--- src/rtl/trap_pkg.sv ---
package trap_pkg;

    typedef enum logic [1:0] {
        PRIV_U = 2'd0,
        PRIV_S = 2'd1,
        PRIV_H = 2'd2,
        PRIV_M = 2'd3
    } priv_e;

    // exception code that may be diverted into debug
    localparam int unsigned EXC_BREAK = 3;
    // debug cause recorded for a software breakpoint
    localparam logic [2:0] DBG_WHY_SWBRK = 3'd1;

    // status fields a trap may rewrite
    typedef struct packed {
        logic       sie;
        logic       mie;
        logic       spie;
        logic       mpie;
        logic       spp;
        logic [1:0] mpp;
    } stat_t;

endpackage

--- src/rtl/trap_irq_pick.sv ---
module trap_irq_pick
    import trap_pkg::*;
#(
    parameter  int unsigned NIRQ  = 12,
    localparam int unsigned IDX_W = (NIRQ > 1) ? $clog2(NIRQ) : 1
) (
    input  logic             clk_i,
    input  logic             rst_ni,
    input  logic [NIRQ-1:0]  pend_i,
    input  logic [NIRQ-1:0]  en_i,
    input  logic [NIRQ-1:0]  deleg_i,
    input  logic [1:0]       priv_i,
    input  logic             mie_i,
    input  logic             sie_i,
    output logic             hit_o,
    output logic [IDX_W-1:0] idx_o
);

    logic            m_ok;
    logic            s_ok;
    logic [NIRQ-1:0] live;
    logic [NIRQ-1:0] tier_m;
    logic [NIRQ-1:0] tier_s;
    logic [NIRQ-1:0] chosen;

    // machine tier open below M, or in M with its enable
    assign m_ok   = (priv_i != PRIV_M) || mie_i;
    // supervisor tier open in U, or in S with its enable
    assign s_ok   = (priv_i == PRIV_U) || ((priv_i == PRIV_S) && sie_i);
    assign live   = pend_i & en_i;
    assign tier_m = live & ~deleg_i & {NIRQ{m_ok}};
    assign tier_s = live &  deleg_i & {NIRQ{s_ok}};
    assign chosen = (|tier_m) ? tier_m : tier_s;

    always_comb begin
        hit_o = |chosen;
        idx_o = '0;
        for (int i = NIRQ - 1; i >= 0; i--) begin
            if (chosen[i]) idx_o = IDX_W'(i);
        end
    end


    irq_live_chk: assert property (@(posedge clk_i) disable iff (!rst_ni)
        hit_o |-> (pend_i[idx_o] && en_i[idx_o]));


    irq_tier_chk: assert property (@(posedge clk_i) disable iff (!rst_ni)
        (hit_o && deleg_i[idx_o]) |-> (priv_i == PRIV_U || priv_i == PRIV_S));

endmodule

--- src/rtl/trap_route.sv ---
module trap_route
    import trap_pkg::*;
#(
    parameter  int unsigned     XLEN    = 32,
    parameter  int unsigned     NIRQ    = 12,
    parameter  int unsigned     EXC_W   = 6,
    parameter  logic [XLEN-1:0] DBG_ROM = 'h800,
    parameter  logic [XLEN-1:0] DBG_EXC = 'h808,
    localparam int unsigned     IDX_W   = (NIRQ > 1) ? $clog2(NIRQ) : 1,
    localparam int unsigned     EXT_W   = 1 << EXC_W
) (
    input  logic             req_i,
    input  logic             hit_i,
    input  logic [IDX_W-1:0] idx_i,
    input  logic [XLEN-1:0]  pc_i,
    input  logic [1:0]       priv_i,
    input  logic             uie_i,
    input  stat_t            stat_i,
    input  logic [XLEN-1:0]  irq_deleg_i,
    input  logic [XLEN-1:0]  exc_deleg_i,
    input  logic [XLEN-1:0]  mtvec_i,
    input  logic [XLEN-1:0]  stvec_i,
    input  logic             exc_valid_i,
    input  logic [EXC_W-1:0] exc_code_i,
    input  logic             tval_valid_i,
    input  logic [XLEN-1:0]  tval_i,
    input  logic [3:0]       brk_en_i,
    input  logic [2:0]       dbg_why_i,
    output logic             take_o,
    output logic [XLEN-1:0]  npc_o,
    output logic [1:0]       priv_o,
    output logic             wr_m_o,
    output logic             wr_s_o,
    output logic             wr_dbg_o,
    output logic [XLEN-1:0]  cause_o,
    output logic [XLEN-1:0]  epc_o,
    output logic             tval_we_o,
    output logic [XLEN-1:0]  tval_o,
    output stat_t            stat_o,
    output logic [2:0]       dbg_why_o,
    output logic [1:0]       dbg_prv_o
);

    logic [EXT_W-1:0] exc_deleg_ext;
    logic [XLEN-1:0]  cause;
    logic             deleg_hit;
    logic             cur_ie;
    logic             to_debug;
    logic             to_super;

    assign exc_deleg_ext = EXT_W'(exc_deleg_i);

    always_comb begin
        cause = '0;
        if (hit_i) begin
            cause[XLEN-1]      = 1'b1;
            cause[IDX_W-1:0]   = idx_i;
            deleg_hit          = irq_deleg_i[idx_i];
        end else begin
            cause              = XLEN'(exc_code_i);
            deleg_hit          = exc_deleg_ext[exc_code_i];
        end

        unique case (priv_i)
            PRIV_U:  cur_ie = uie_i;
            PRIV_S:  cur_ie = stat_i.sie;
            PRIV_M:  cur_ie = stat_i.mie;
            default: cur_ie = 1'b0;
        endcase

        to_debug = !hit_i && (exc_code_i == EXC_W'(EXC_BREAK)) && brk_en_i[priv_i];
        to_super = (priv_i == PRIV_U || priv_i == PRIV_S) && deleg_hit;
    end

    always_comb begin
        take_o    = req_i && (hit_i || exc_valid_i);
        npc_o     = '0;
        priv_o    = '0;
        wr_m_o    = 1'b0;
        wr_s_o    = 1'b0;
        wr_dbg_o  = 1'b0;
        cause_o   = '0;
        epc_o     = '0;
        tval_we_o = 1'b0;
        tval_o    = '0;
        stat_o    = '0;
        dbg_why_o = '0;
        dbg_prv_o = '0;
        if (take_o) begin
            priv_o = priv_i;
            stat_o = stat_i;
            if (to_debug) begin
                wr_dbg_o  = 1'b1;
                dbg_why_o = DBG_WHY_SWBRK;
                dbg_prv_o = priv_i;
                epc_o     = pc_i;
                priv_o    = PRIV_M;
                npc_o     = DBG_ROM;
            end else if (dbg_why_i != '0) begin
                npc_o = DBG_EXC;
            end else begin
                cause_o   = cause;
                epc_o     = pc_i;
                tval_we_o = !hit_i && tval_valid_i;
                tval_o    = (!hit_i && tval_valid_i) ? tval_i : '0;
                if (to_super) begin
                    wr_s_o      = 1'b1;
                    npc_o       = stvec_i;
                    priv_o      = PRIV_S;
                    stat_o.spie = cur_ie;
                    stat_o.spp  = priv_i[0];
                    stat_o.sie  = 1'b0;
                end else begin
                    wr_m_o      = 1'b1;
                    npc_o       = mtvec_i;
                    priv_o      = PRIV_M;
                    stat_o.mpie = cur_ie;
                    stat_o.mpp  = priv_i;
                    stat_o.mie  = 1'b0;
                end
            end
        end
    end

endmodule

--- src/rtl/trap_unit.sv ---
module trap_unit
    import trap_pkg::*;
#(
    parameter  int unsigned     XLEN    = 32,
    parameter  int unsigned     NIRQ    = 12,
    parameter  int unsigned     EXC_W   = 6,
    parameter  logic [XLEN-1:0] DBG_ROM = 'h800,
    parameter  logic [XLEN-1:0] DBG_EXC = 'h808,
    localparam int unsigned     IDX_W   = (NIRQ > 1) ? $clog2(NIRQ) : 1
) (
    input  logic             clk_i,
    input  logic             rst_ni,
    input  logic             step_i,
    input  logic [XLEN-1:0]  pc_i,
    input  logic [1:0]       priv_i,
    input  logic             uie_i,
    input  logic             sie_i,
    input  logic             mie_i,
    input  logic             spie_i,
    input  logic             mpie_i,
    input  logic             spp_i,
    input  logic [1:0]       mpp_i,
    input  logic [NIRQ-1:0]  irq_pend_i,
    input  logic [NIRQ-1:0]  irq_en_i,
    input  logic [XLEN-1:0]  irq_deleg_i,
    input  logic [XLEN-1:0]  exc_deleg_i,
    input  logic [XLEN-1:0]  mtvec_i,
    input  logic [XLEN-1:0]  stvec_i,
    input  logic             exc_valid_i,
    input  logic [EXC_W-1:0] exc_code_i,
    input  logic             exc_tval_valid_i,
    input  logic [XLEN-1:0]  exc_tval_i,
    input  logic [3:0]       brk_en_i,
    input  logic [2:0]       dbg_why_i,
    output logic             trap_o,
    output logic [XLEN-1:0]  npc_o,
    output logic [1:0]       priv_o,
    output logic             wr_m_o,
    output logic             wr_s_o,
    output logic             wr_dbg_o,
    output logic [XLEN-1:0]  cause_o,
    output logic [XLEN-1:0]  epc_o,
    output logic             tval_we_o,
    output logic [XLEN-1:0]  tval_o,
    output logic             sie_o,
    output logic             mie_o,
    output logic             spie_o,
    output logic             mpie_o,
    output logic             spp_o,
    output logic [1:0]       mpp_o,
    output logic [2:0]       dbg_why_o,
    output logic [1:0]       dbg_prv_o
);

    typedef struct packed {
        logic            take;
        logic [XLEN-1:0] npc;
        logic [1:0]      priv;
        logic            wr_m;
        logic            wr_s;
        logic            wr_dbg;
        logic [XLEN-1:0] cause;
        logic [XLEN-1:0] epc;
        logic            tval_we;
        logic [XLEN-1:0] tval;
        stat_t           st;
        logic [2:0]      dwhy;
        logic [1:0]      dprv;
    } res_t;

    res_t res_d, res_q;

    logic             req;
    logic             irq_hit;
    logic [IDX_W-1:0] irq_idx;
    stat_t            stat_in;

    logic             r_take, r_wm, r_ws, r_wd, r_tvw;
    logic [XLEN-1:0]  r_npc, r_cause, r_epc, r_tval;
    logic [1:0]       r_priv, r_dprv;
    logic [2:0]       r_dwhy;
    stat_t            r_st;

    // a strobe during the pulse cycle is dropped
    assign req     = step_i && !res_q.take;
    assign stat_in = '{sie: sie_i, mie: mie_i, spie: spie_i, mpie: mpie_i,
                       spp: spp_i, mpp: mpp_i};

    trap_irq_pick #(
        .NIRQ (NIRQ)
    ) u_pick (
        .clk_i   (clk_i),
        .rst_ni  (rst_ni),
        .pend_i  (irq_pend_i),
        .en_i    (irq_en_i),
        .deleg_i (irq_deleg_i[NIRQ-1:0]),
        .priv_i  (priv_i),
        .mie_i   (mie_i),
        .sie_i   (sie_i),
        .hit_o   (irq_hit),
        .idx_o   (irq_idx)
    );

    trap_route #(
        .XLEN    (XLEN),
        .NIRQ    (NIRQ),
        .EXC_W   (EXC_W),
        .DBG_ROM (DBG_ROM),
        .DBG_EXC (DBG_EXC)
    ) u_route (
        .req_i        (req),
        .hit_i        (irq_hit),
        .idx_i        (irq_idx),
        .pc_i         (pc_i),
        .priv_i       (priv_i),
        .uie_i        (uie_i),
        .stat_i       (stat_in),
        .irq_deleg_i  (irq_deleg_i),
        .exc_deleg_i  (exc_deleg_i),
        .mtvec_i      (mtvec_i),
        .stvec_i      (stvec_i),
        .exc_valid_i  (exc_valid_i),
        .exc_code_i   (exc_code_i),
        .tval_valid_i (exc_tval_valid_i),
        .tval_i       (exc_tval_i),
        .brk_en_i     (brk_en_i),
        .dbg_why_i    (dbg_why_i),
        .take_o       (r_take),
        .npc_o        (r_npc),
        .priv_o       (r_priv),
        .wr_m_o       (r_wm),
        .wr_s_o       (r_ws),
        .wr_dbg_o     (r_wd),
        .cause_o      (r_cause),
        .epc_o        (r_epc),
        .tval_we_o    (r_tvw),
        .tval_o       (r_tval),
        .stat_o       (r_st),
        .dbg_why_o    (r_dwhy),
        .dbg_prv_o    (r_dprv)
    );

    always_comb begin
        res_d         = '0;
        res_d.take    = r_take;
        res_d.npc     = r_npc;
        res_d.priv    = r_priv;
        res_d.wr_m    = r_wm;
        res_d.wr_s    = r_ws;
        res_d.wr_dbg  = r_wd;
        res_d.cause   = r_cause;
        res_d.epc     = r_epc;
        res_d.tval_we = r_tvw;
        res_d.tval    = r_tval;
        res_d.st      = r_st;
        res_d.dwhy    = r_dwhy;
        res_d.dprv    = r_dprv;
    end

    always_ff @(posedge clk_i or negedge rst_ni) begin
        if (!rst_ni) res_q <= '0;
        else         res_q <= res_d;
    end

    assign trap_o    = res_q.take;
    assign npc_o     = res_q.npc;
    assign priv_o    = res_q.priv;
    assign wr_m_o    = res_q.wr_m;
    assign wr_s_o    = res_q.wr_s;
    assign wr_dbg_o  = res_q.wr_dbg;
    assign cause_o   = res_q.cause;
    assign epc_o     = res_q.epc;
    assign tval_we_o = res_q.tval_we;
    assign tval_o    = res_q.tval;
    assign sie_o     = res_q.st.sie;
    assign mie_o     = res_q.st.mie;
    assign spie_o    = res_q.st.spie;
    assign mpie_o    = res_q.st.mpie;
    assign spp_o     = res_q.st.spp;
    assign mpp_o     = res_q.st.mpp;
    assign dbg_why_o = res_q.dwhy;
    assign dbg_prv_o = res_q.dprv;


    trap_pulse_chk: assert property (@(posedge clk_i) disable iff (!rst_ni)
        trap_o |=> !trap_o);


    step_cause_chk: assert property (@(posedge clk_i) disable iff (!rst_ni)
        !step_i |=> !trap_o);


    idle_quiet_chk: assert property (@(posedge clk_i) disable iff (!rst_ni)
        !trap_o |-> (npc_o == '0 && !wr_m_o && !wr_s_o && !wr_dbg_o && !tval_we_o));


    one_bank_chk: assert property (@(posedge clk_i) disable iff (!rst_ni)
        $onehot0({wr_m_o, wr_s_o, wr_dbg_o}));


    s_entry_chk: assert property (@(posedge clk_i) disable iff (!rst_ni)
        wr_s_o |-> (priv_o == PRIV_S && !sie_o));


    m_entry_chk: assert property (@(posedge clk_i) disable iff (!rst_ni)
        wr_m_o |-> (priv_o == PRIV_M && !mie_o));


    dbg_entry_chk: assert property (@(posedge clk_i) disable iff (!rst_ni)
        wr_dbg_o |-> (npc_o == DBG_ROM && priv_o == PRIV_M && dbg_why_o == DBG_WHY_SWBRK));


    irq_no_tval_chk: assert property (@(posedge clk_i) disable iff (!rst_ni)
        (trap_o && cause_o[XLEN-1]) |-> !tval_we_o);

endmodule

--- config.mk ---
export PLATFORM = sky130hd
export DESIGN_NAME = trap_unit
export DESIGN_NICKNAME = d
export VERILOG_FILES = /design/src/rtl/trap_pkg.sv /design/src/rtl/trap_irq_pick.sv /design/src/rtl/trap_route.sv /design/src/rtl/trap_unit.sv
export SDC_FILE = /design/constraint.sdc
export NUM_CORES = 1
export LEC_CHECK = 0
export ABC_AREA = 1
export BUFFER_PORTS_ARGS = -buffer_cell sky130_fd_sc_hd__clkbuf_2
export CAP_MARGIN = 20
export CORE_AREA = 2 2 150 152
export DETAILED_ROUTE_END_ITERATION = 8
export DIE_AREA = 0 0 152 154
export PLACE_DENSITY = 0.61
export SYNTH_ARGS = -nofsm -noshare
export SYNTH_HDL_FRONTEND = slang
export SYNTH_SLANG_ARGS = --single-unit
--- constraint.sdc ---
create_clock -name clk_i -period 1.91 [get_ports clk_i]
set_clock_uncertainty 0.15 [all_clocks]
set_input_delay 0.2865 -clock clk_i [delete_from_list [all_inputs] [get_ports clk_i]]
set_output_delay 0.2865 -clock clk_i [all_outputs]
set_load 0.01 [all_outputs]
# After elaboration in Yosys (flattened, before gate mapping)
# Cells that the tools add are included.
# W data, S select, Z words.
[classes]
bitwise_logic = 6
order_cmp = 3
n_reduce_logical = 17
n_mux = 68
n_eq_ne = 4
[op_table]
columns = ["op", "count"]
rows = [
  ["$mux W32", 14],
  ["$and A12 B12 Y12", 5],
  ["$mux W4", 13],
  ["$mux W1", 24],
  ["$reduce_or A12 Y1", 2],
  ["$mux W7", 3],
  ["$mux W2", 8],
  ["$mux W12", 1],
  ["$not A12 Y12", 1],
  ["$logic_and A1 B1 Y1", 7],
  ["$lt A6 B7 Y1 const B", 1],
  ["$bmux W1 S6", 1],
  ["$eq A6 B2 Y1 const B", 1],
  ["$lt A4 B6 Y1 const B", 1],
  ["$bmux W1 S4", 1],
  ["$logic_or A1 B1 Y1", 4],
  ["$lt A2 B3 Y1 const B", 1],
  ["$mux W3", 1],
  ["$pmux W1 S3", 1],
  ["$reduce_bool A3 Y1", 1],
  ["$bmux W1 S2", 1],
  ["$eq A2 B1 Y1 const B", 1],
  ["$eq A2 B2 Y1 const B", 1],
  ["$logic_not A1 Y1", 2],
  ["other kinds (2)", 2],
]
[word_totals]
register_bits = 147
out_inout_bits = 147
in_bits = 244

# Logic depth before layout (Yosys ltp)
[logic_depth]
word_depth = 25
ltp_mapped = 21
ltp_nobuf = 20

# By module
# A second synthesis with hierarchy kept.
[hier_totals]
hier_cells = 762
hier_area_um2 = 6550.0
[modules_own_cells]
columns = ["mod", "seq_area_each_um2", "area_each_um2", "cells_each", "n_inst"]
rows = [
  ["trap_unit", 3678.5, 3688.5, 149, 1],
  ["trap_route", 0.0, 2337.2, 500, 1],
  ["trap_irq_pick", 0.0, 524.3, 113, 1],
]

# Worst setup path after synthesis
# Ideal clock, no wire load.
[synth_timing]
path_kind = "input port to flip-flop"
from = "in priv_i[0]"
to = "reg res_q, in the netlist npc_o[12]"
setup_slack_ns = -0.678
path_buffers = 3
cell_stages = 21
setup_ns = 0.116
arrival_time_ns = 2.321
cell_sequence = "buf_6 -> nand3_4 -> buf_6 -> nand2_1 -> nand2_1 -> nor2_2 -> nand3_4 -> inv_4 -> a21boi_1 -> nand2_1 -> nor2_1 -> nand3_4 -> inv_4 -> nand2_4 -> nand2_4 -> nor2_4 -> inv_2 -> nor2_8 -> buf_6 -> nand2_1 -> nand2_1"
[synth_via]
elab_chain_cells = 25
word_cells_on_any_way = 39
cone_classes = "eq/ne (2); mux (22); bitwise (2); reduce/logical (13)"
[synth_rtl]
columns = ["item", "line", "source"]
rows = [
  ["start, declared", "trap_unit.sv:15", "input logic [1:0] priv_i,"],
  ["$ne A2 B2 Y1 or $eq A2 B1 Y1 (tied branches)", "trap_irq_pick.sv:27, trap_irq_pick.sv:29, trap_route.sv:72", ""],
  ["$logic_or A1 B1 Y1 or $logic_and A1 B1 Y1 (tied branches)", "trap_irq_pick.sv:27, trap_irq_pick.sv:29", ""],
  ["$and A12 B12 Y12 or $logic_or A1 B1 Y1 (tied branches)", "trap_irq_pick.sv:31, trap_irq_pick.sv:29", ""],
  ["$reduce_or A12 Y1 or $and A12 B12 Y12 (tied branches)", "trap_irq_pick.sv:33, trap_irq_pick.sv:32", ""],
  ["$mux W12", "trap_irq_pick.sv:33", "assign chosen = (|tier_m) ? tier_m : tier_s;"],
  ["$mux W4 (12 in a row)", "trap_irq_pick.sv:39", "if (chosen[i]) idx_o = IDX_W'(i);"],
  ["$bmux W1 S4", "trap_route.sv:58", "deleg_hit = irq_deleg_i[idx_i];"],
  ["$mux W1 (implied by the code)", "trap_route.sv:58", ""],
  ["$mux W1", "trap_route.sv:55", "if (hit_i) begin"],
  ["$logic_and A1 B1 Y1", "trap_route.sv:72", "to_super = (priv_i == PRIV_U || priv_i == PRIV_S) && deleg_hit;"],
  ["$mux W32", "trap_route.sv:106", "if (to_super) begin"],
  ["$mux W32", "trap_route.sv:99", "end else if (dbg_why_i != '0) begin"],
  ["$mux W32", "trap_route.sv:92", "if (to_debug) begin"],
  ["$mux W32 (*)", "trap_route.sv:89", "if (take_o) begin"],
  ["net r_npc[12]", "trap_unit.sv:79", "logic [XLEN-1:0] r_npc, r_cause, r_epc, r_tval;"],
  ["end signal, assigned", "trap_unit.sv:162", "else res_q <= res_d;"],
  ["end, declared", "trap_unit.sv:71", "res_t res_d, res_q;"],
]
# The timed path passes the listed nets; every way through them passes the cells marked *. The select of a mux whose other input is x is not followed.

# Final worst setup path
[layout_timing]
from = "in mie_i"
to = "reg res_q, in the netlist npc_o[30]"
[layout_via]
word_cells_on_any_way = 30
cone_classes = "mux (20); bitwise (1); reduce/logical (9)"
[layout_rtl]
columns = ["item", "line", "source"]
rows = [
  ["start, declared", "trap_unit.sv:18", "input logic mie_i,"],
  ["$logic_or A1 B1 Y1 (*)", "trap_irq_pick.sv:27", "assign m_ok = (priv_i != PRIV_M) || mie_i;"],
  ["$and A12 B12 Y12 (*)", "trap_irq_pick.sv:31", "assign tier_m = live & ~deleg_i & {NIRQ{m_ok}};"],
  ["$reduce_or A12 Y1", "trap_irq_pick.sv:33", ""],
  ["$mux W12 (*)", "trap_irq_pick.sv:33", ""],
  ["$reduce_or A12 Y1 (*)", "trap_irq_pick.sv:36", "hit_o = |chosen;"],
  ["$logic_or A1 B1 Y1 (*)", "trap_route.sv:76", "take_o = req_i && (hit_i || exc_valid_i);"],
  ["$logic_and A1 B1 Y1 (*)", "trap_route.sv:76", ""],
  ["net r_take", "trap_unit.sv:78", "logic r_take, r_wm, r_ws, r_wd, r_tvw;"],
  ["$mux W32 (*)", "trap_route.sv:89", ""],
  ["net r_npc[30]", "trap_unit.sv:79", ""],
]
# Marked as above.

==> flow_summary.yaml <==
global_route:
  grt_pass1_vias: 6620
  groute.usage.overall_pct: 19.3
  antenna_found_initial: 0
  grt_pass1_wl_um: 35300
  grt_max_degree: 52
  overflow: 0
floorplan:
  num_rows: 54
  die_h_um: 154
  start_util_pct: 25.9
  dieArea_um2: 23400
  die_x_um: 152
  ios: 391
  coreArea_um2: 21700
clock_network:
  clk_latency_ns: 0.42
  numCtsBuffers: 17
  cts-htree-levels: 4
  path_clk_slew_ns: 0.05
  cts.sinks: 119
  cts_tree: "yes"
  cts_root_buffer: "clkbuf_16"
  cts_max_path_buffers: 2
placement:
  gp_congestion: 0.842
  detailed_place_hpwl_um: 15100
  numPortBuffers: 343
yosys:
  postSynthCellCount: 644
  ys_seq_area_share_pct: 53.0
  avgSynthCellArea_um2: 8.72
  ys_async_sr_fraction_pct: 100
  ys_warn_count: 0
  yosys_most_used_dff: "dfrtp_1"
  synth-seq-cells: 119
  syn-cell-area_um2: 5610
  synth_cell_types: 40
  synth_edf_count: 0
timing:
  setup_slack_ns: -0.473
  holdWs_ns: 0.0272
  post-route-period-util_pct: 125
  slew_viol_final: 0
  period_needed_ns: 2.38
  final-setup-viol-count: 118
  final_hold_viol_count: 0
  clock.fmax_mhz: 420
  rsz0062_at_grt: "true"
  totalNegativeSetupSlack_ns: -44.66
outcome:
  violations: "negative setup slack"
  status: "finished with violations"
setup_path:
  reg2reg_depth: 8
  crit_required_ns: 2.04
  timing.rr.start: "trap_o"
  ff2ff_setup_slack_ns: 0.21
  cp_max_fo: 11
  startpoint_type: "input pin"
  end_kind: "flop"
  arrival_ns: 2.51
  r2r_end: "npc_o[21]"
  worstSetupPathType: "in2reg"
hold_path:
  hold_end: "spie_o"
  hp-start: "spie_i"
  hp-class: "in2reg"
  holdPathStages: 3
finish:
  syn_to_final_growth_pct: 92.7
  final_cell_mix: "339 x clkbuf_2, 122 x dlygate4sd3_1, 121 x nand2_1"
  final_nets: 1444
  drive_gt1_share_pct: 49.9
  insertedDiodeCount: 0
  final_common_cell: "clkbuf_2"
routing:
  antenna_left: 0
  vias: 6445
  wl_per_cell_um: 15.4
  drc: 0
  first_iter_violations: 292
  vias_per_cell: 4.32
  dr.pass1.iters: 4
  drt_wl_total_um: 23000
pwr:
  peakVddDrop_mv: 0.539
  p_per_area_nw_per_um2: 677
  leakagePower_nw: 5.91
run:
  max_cap_viol_count: 0
==> timing repair <==
item / CTS / global route
endpoints found under the setup margin: 118 / 118
hold endpoints to repair: 213 / 0
hold buffers: 122 / 0
gates resized for setup: 143 / 19
buffers inserted: 20 / 3
cloned: 8 / 0
pin swaps: 24 / 11
==> metrics by stage <==
step / cell area, µm² / cells / util, % / worst slack, ns / total power [mW]
floorplan: 5790 / 670 / - / -0.591 / 3.14
finish: 10800 / 1492 / 49.9 / -0.473 / 7.32
detailed placement: 8060 / 1310 / 37.2 / -0.906 / 3.69
CTS: 10700 / 1489 / 49.4 / -0.378 / 7.35
global placement: 8060 / 1310 / 37.2 / -0.888 / 3.68
global route: 10800 / 1492 / 49.9 / -0.608 / 7.62
==> cells by family (layout without fill, tap and decap cells) <==
group                  after synthesis  after routing  share of synthesized area, %
AO/OA/AOI/OAI                       63             63                          7.31
buffers and inverters              113            654                          11.1
flip-flops                         119            119                          53.0
other                                1             27                        0.0668
AND/OR/NAND/NOR                    348            349                          28.5
==> cells in the mapped netlist, types with 5 or more instances <==
master    count  area share (%)
a21boi_1      7            0.94
a21oi_1      12             1.1
buf_2         9            0.80
buf_4        29             3.9
buf_6         9             1.8
clkbuf_1      5            0.33
dfrtp_1     119              53
inv_1        54             3.6
nand2_1     155              10
nand2_2       5            0.56
nand3_1      25             2.2
nand3_2      11             2.0
nand4_1       6            0.67
nor2_1      114             7.6
nor2_2        5            0.56
nor3_1        8            0.71
nor3b_1       7            0.94
o21ai_0      20             1.8
o21bai_1      7            0.94
o221ai_1      6            0.94
==> registers in the layout, indices dropped and copies added (netlist names), 2 cells and up <==
register / cells
epc_o: 32
npc_o: 32
tval_o: 32
cause_o: 7
dbg_prv_o: 2
mpp_o: 2
priv_o: 2
==> worst max path at each step <==
stage                    from         to  slack [ns]  cells after the start
floorplan           priv_i[0]  npc_o[12]       -0.59                     21
global placement        mie_i  npc_o[21]       -0.89                     20
detailed placement      sie_i   epc_o[6]       -0.91                     15
CTS                     mie_i  npc_o[29]       -0.38                     21
global route            mie_i  npc_o[30]       -0.61                     21
finish                  mie_i  npc_o[30]       -0.47                     20
==> worst max-delay path: stages <==
cell	delay (ns)
clkbuf_16	0.12
clkinv_8	0.06
nand3_4	0.15
nand2_2	0.09
nand2_2	0.11
nor2_4	0.05
nand3_4	0.13
inv_6	0.07
a21boi_2	0.18
nand2_2	0.11
nor2_4	0.14
nand3_4	0.11
buf_6	0.14
o21ai_4	0.22
inv_2	0.09
nand2_4	0.11
inv_8	0.05
buf_12	0.14
nand3_2	0.07
nand2_1	0.07
==> power breakdown <==
group	internal, mW	total (mW)	switching (mW)
registers	2.57	2.59	0.0170
logic	0.833	1.60	0.763
clock network	1.92	3.14	1.22
total	5.33	7.32	2.00
==> layer usage <==
| metal | global-route usage, % | wire (µm) | vias to the layer above |
|---|---|---|---|
| li1 | - | - | 3093 |
| met1 | 21.6 | 8940 | 3035 |
| met2 | 35.2 | 12100 | 271 |
| met3 | 4.45 | 1150 | 46 |
| met4 | 7.88 | 758 | 0 |
| met5 | 0 | 0 | - |
==> layout make-up <==
class                   count  area [µm²]
clock inverters            14         153
well taps                 280         350
clock buffers              17         425
multi-input cells         439        2550
inverters                  61         275
repair buffers            562        4080
fillers                  1947       10900
flip-flops and latches    119        2980
(Power assumes the default switching activity.)
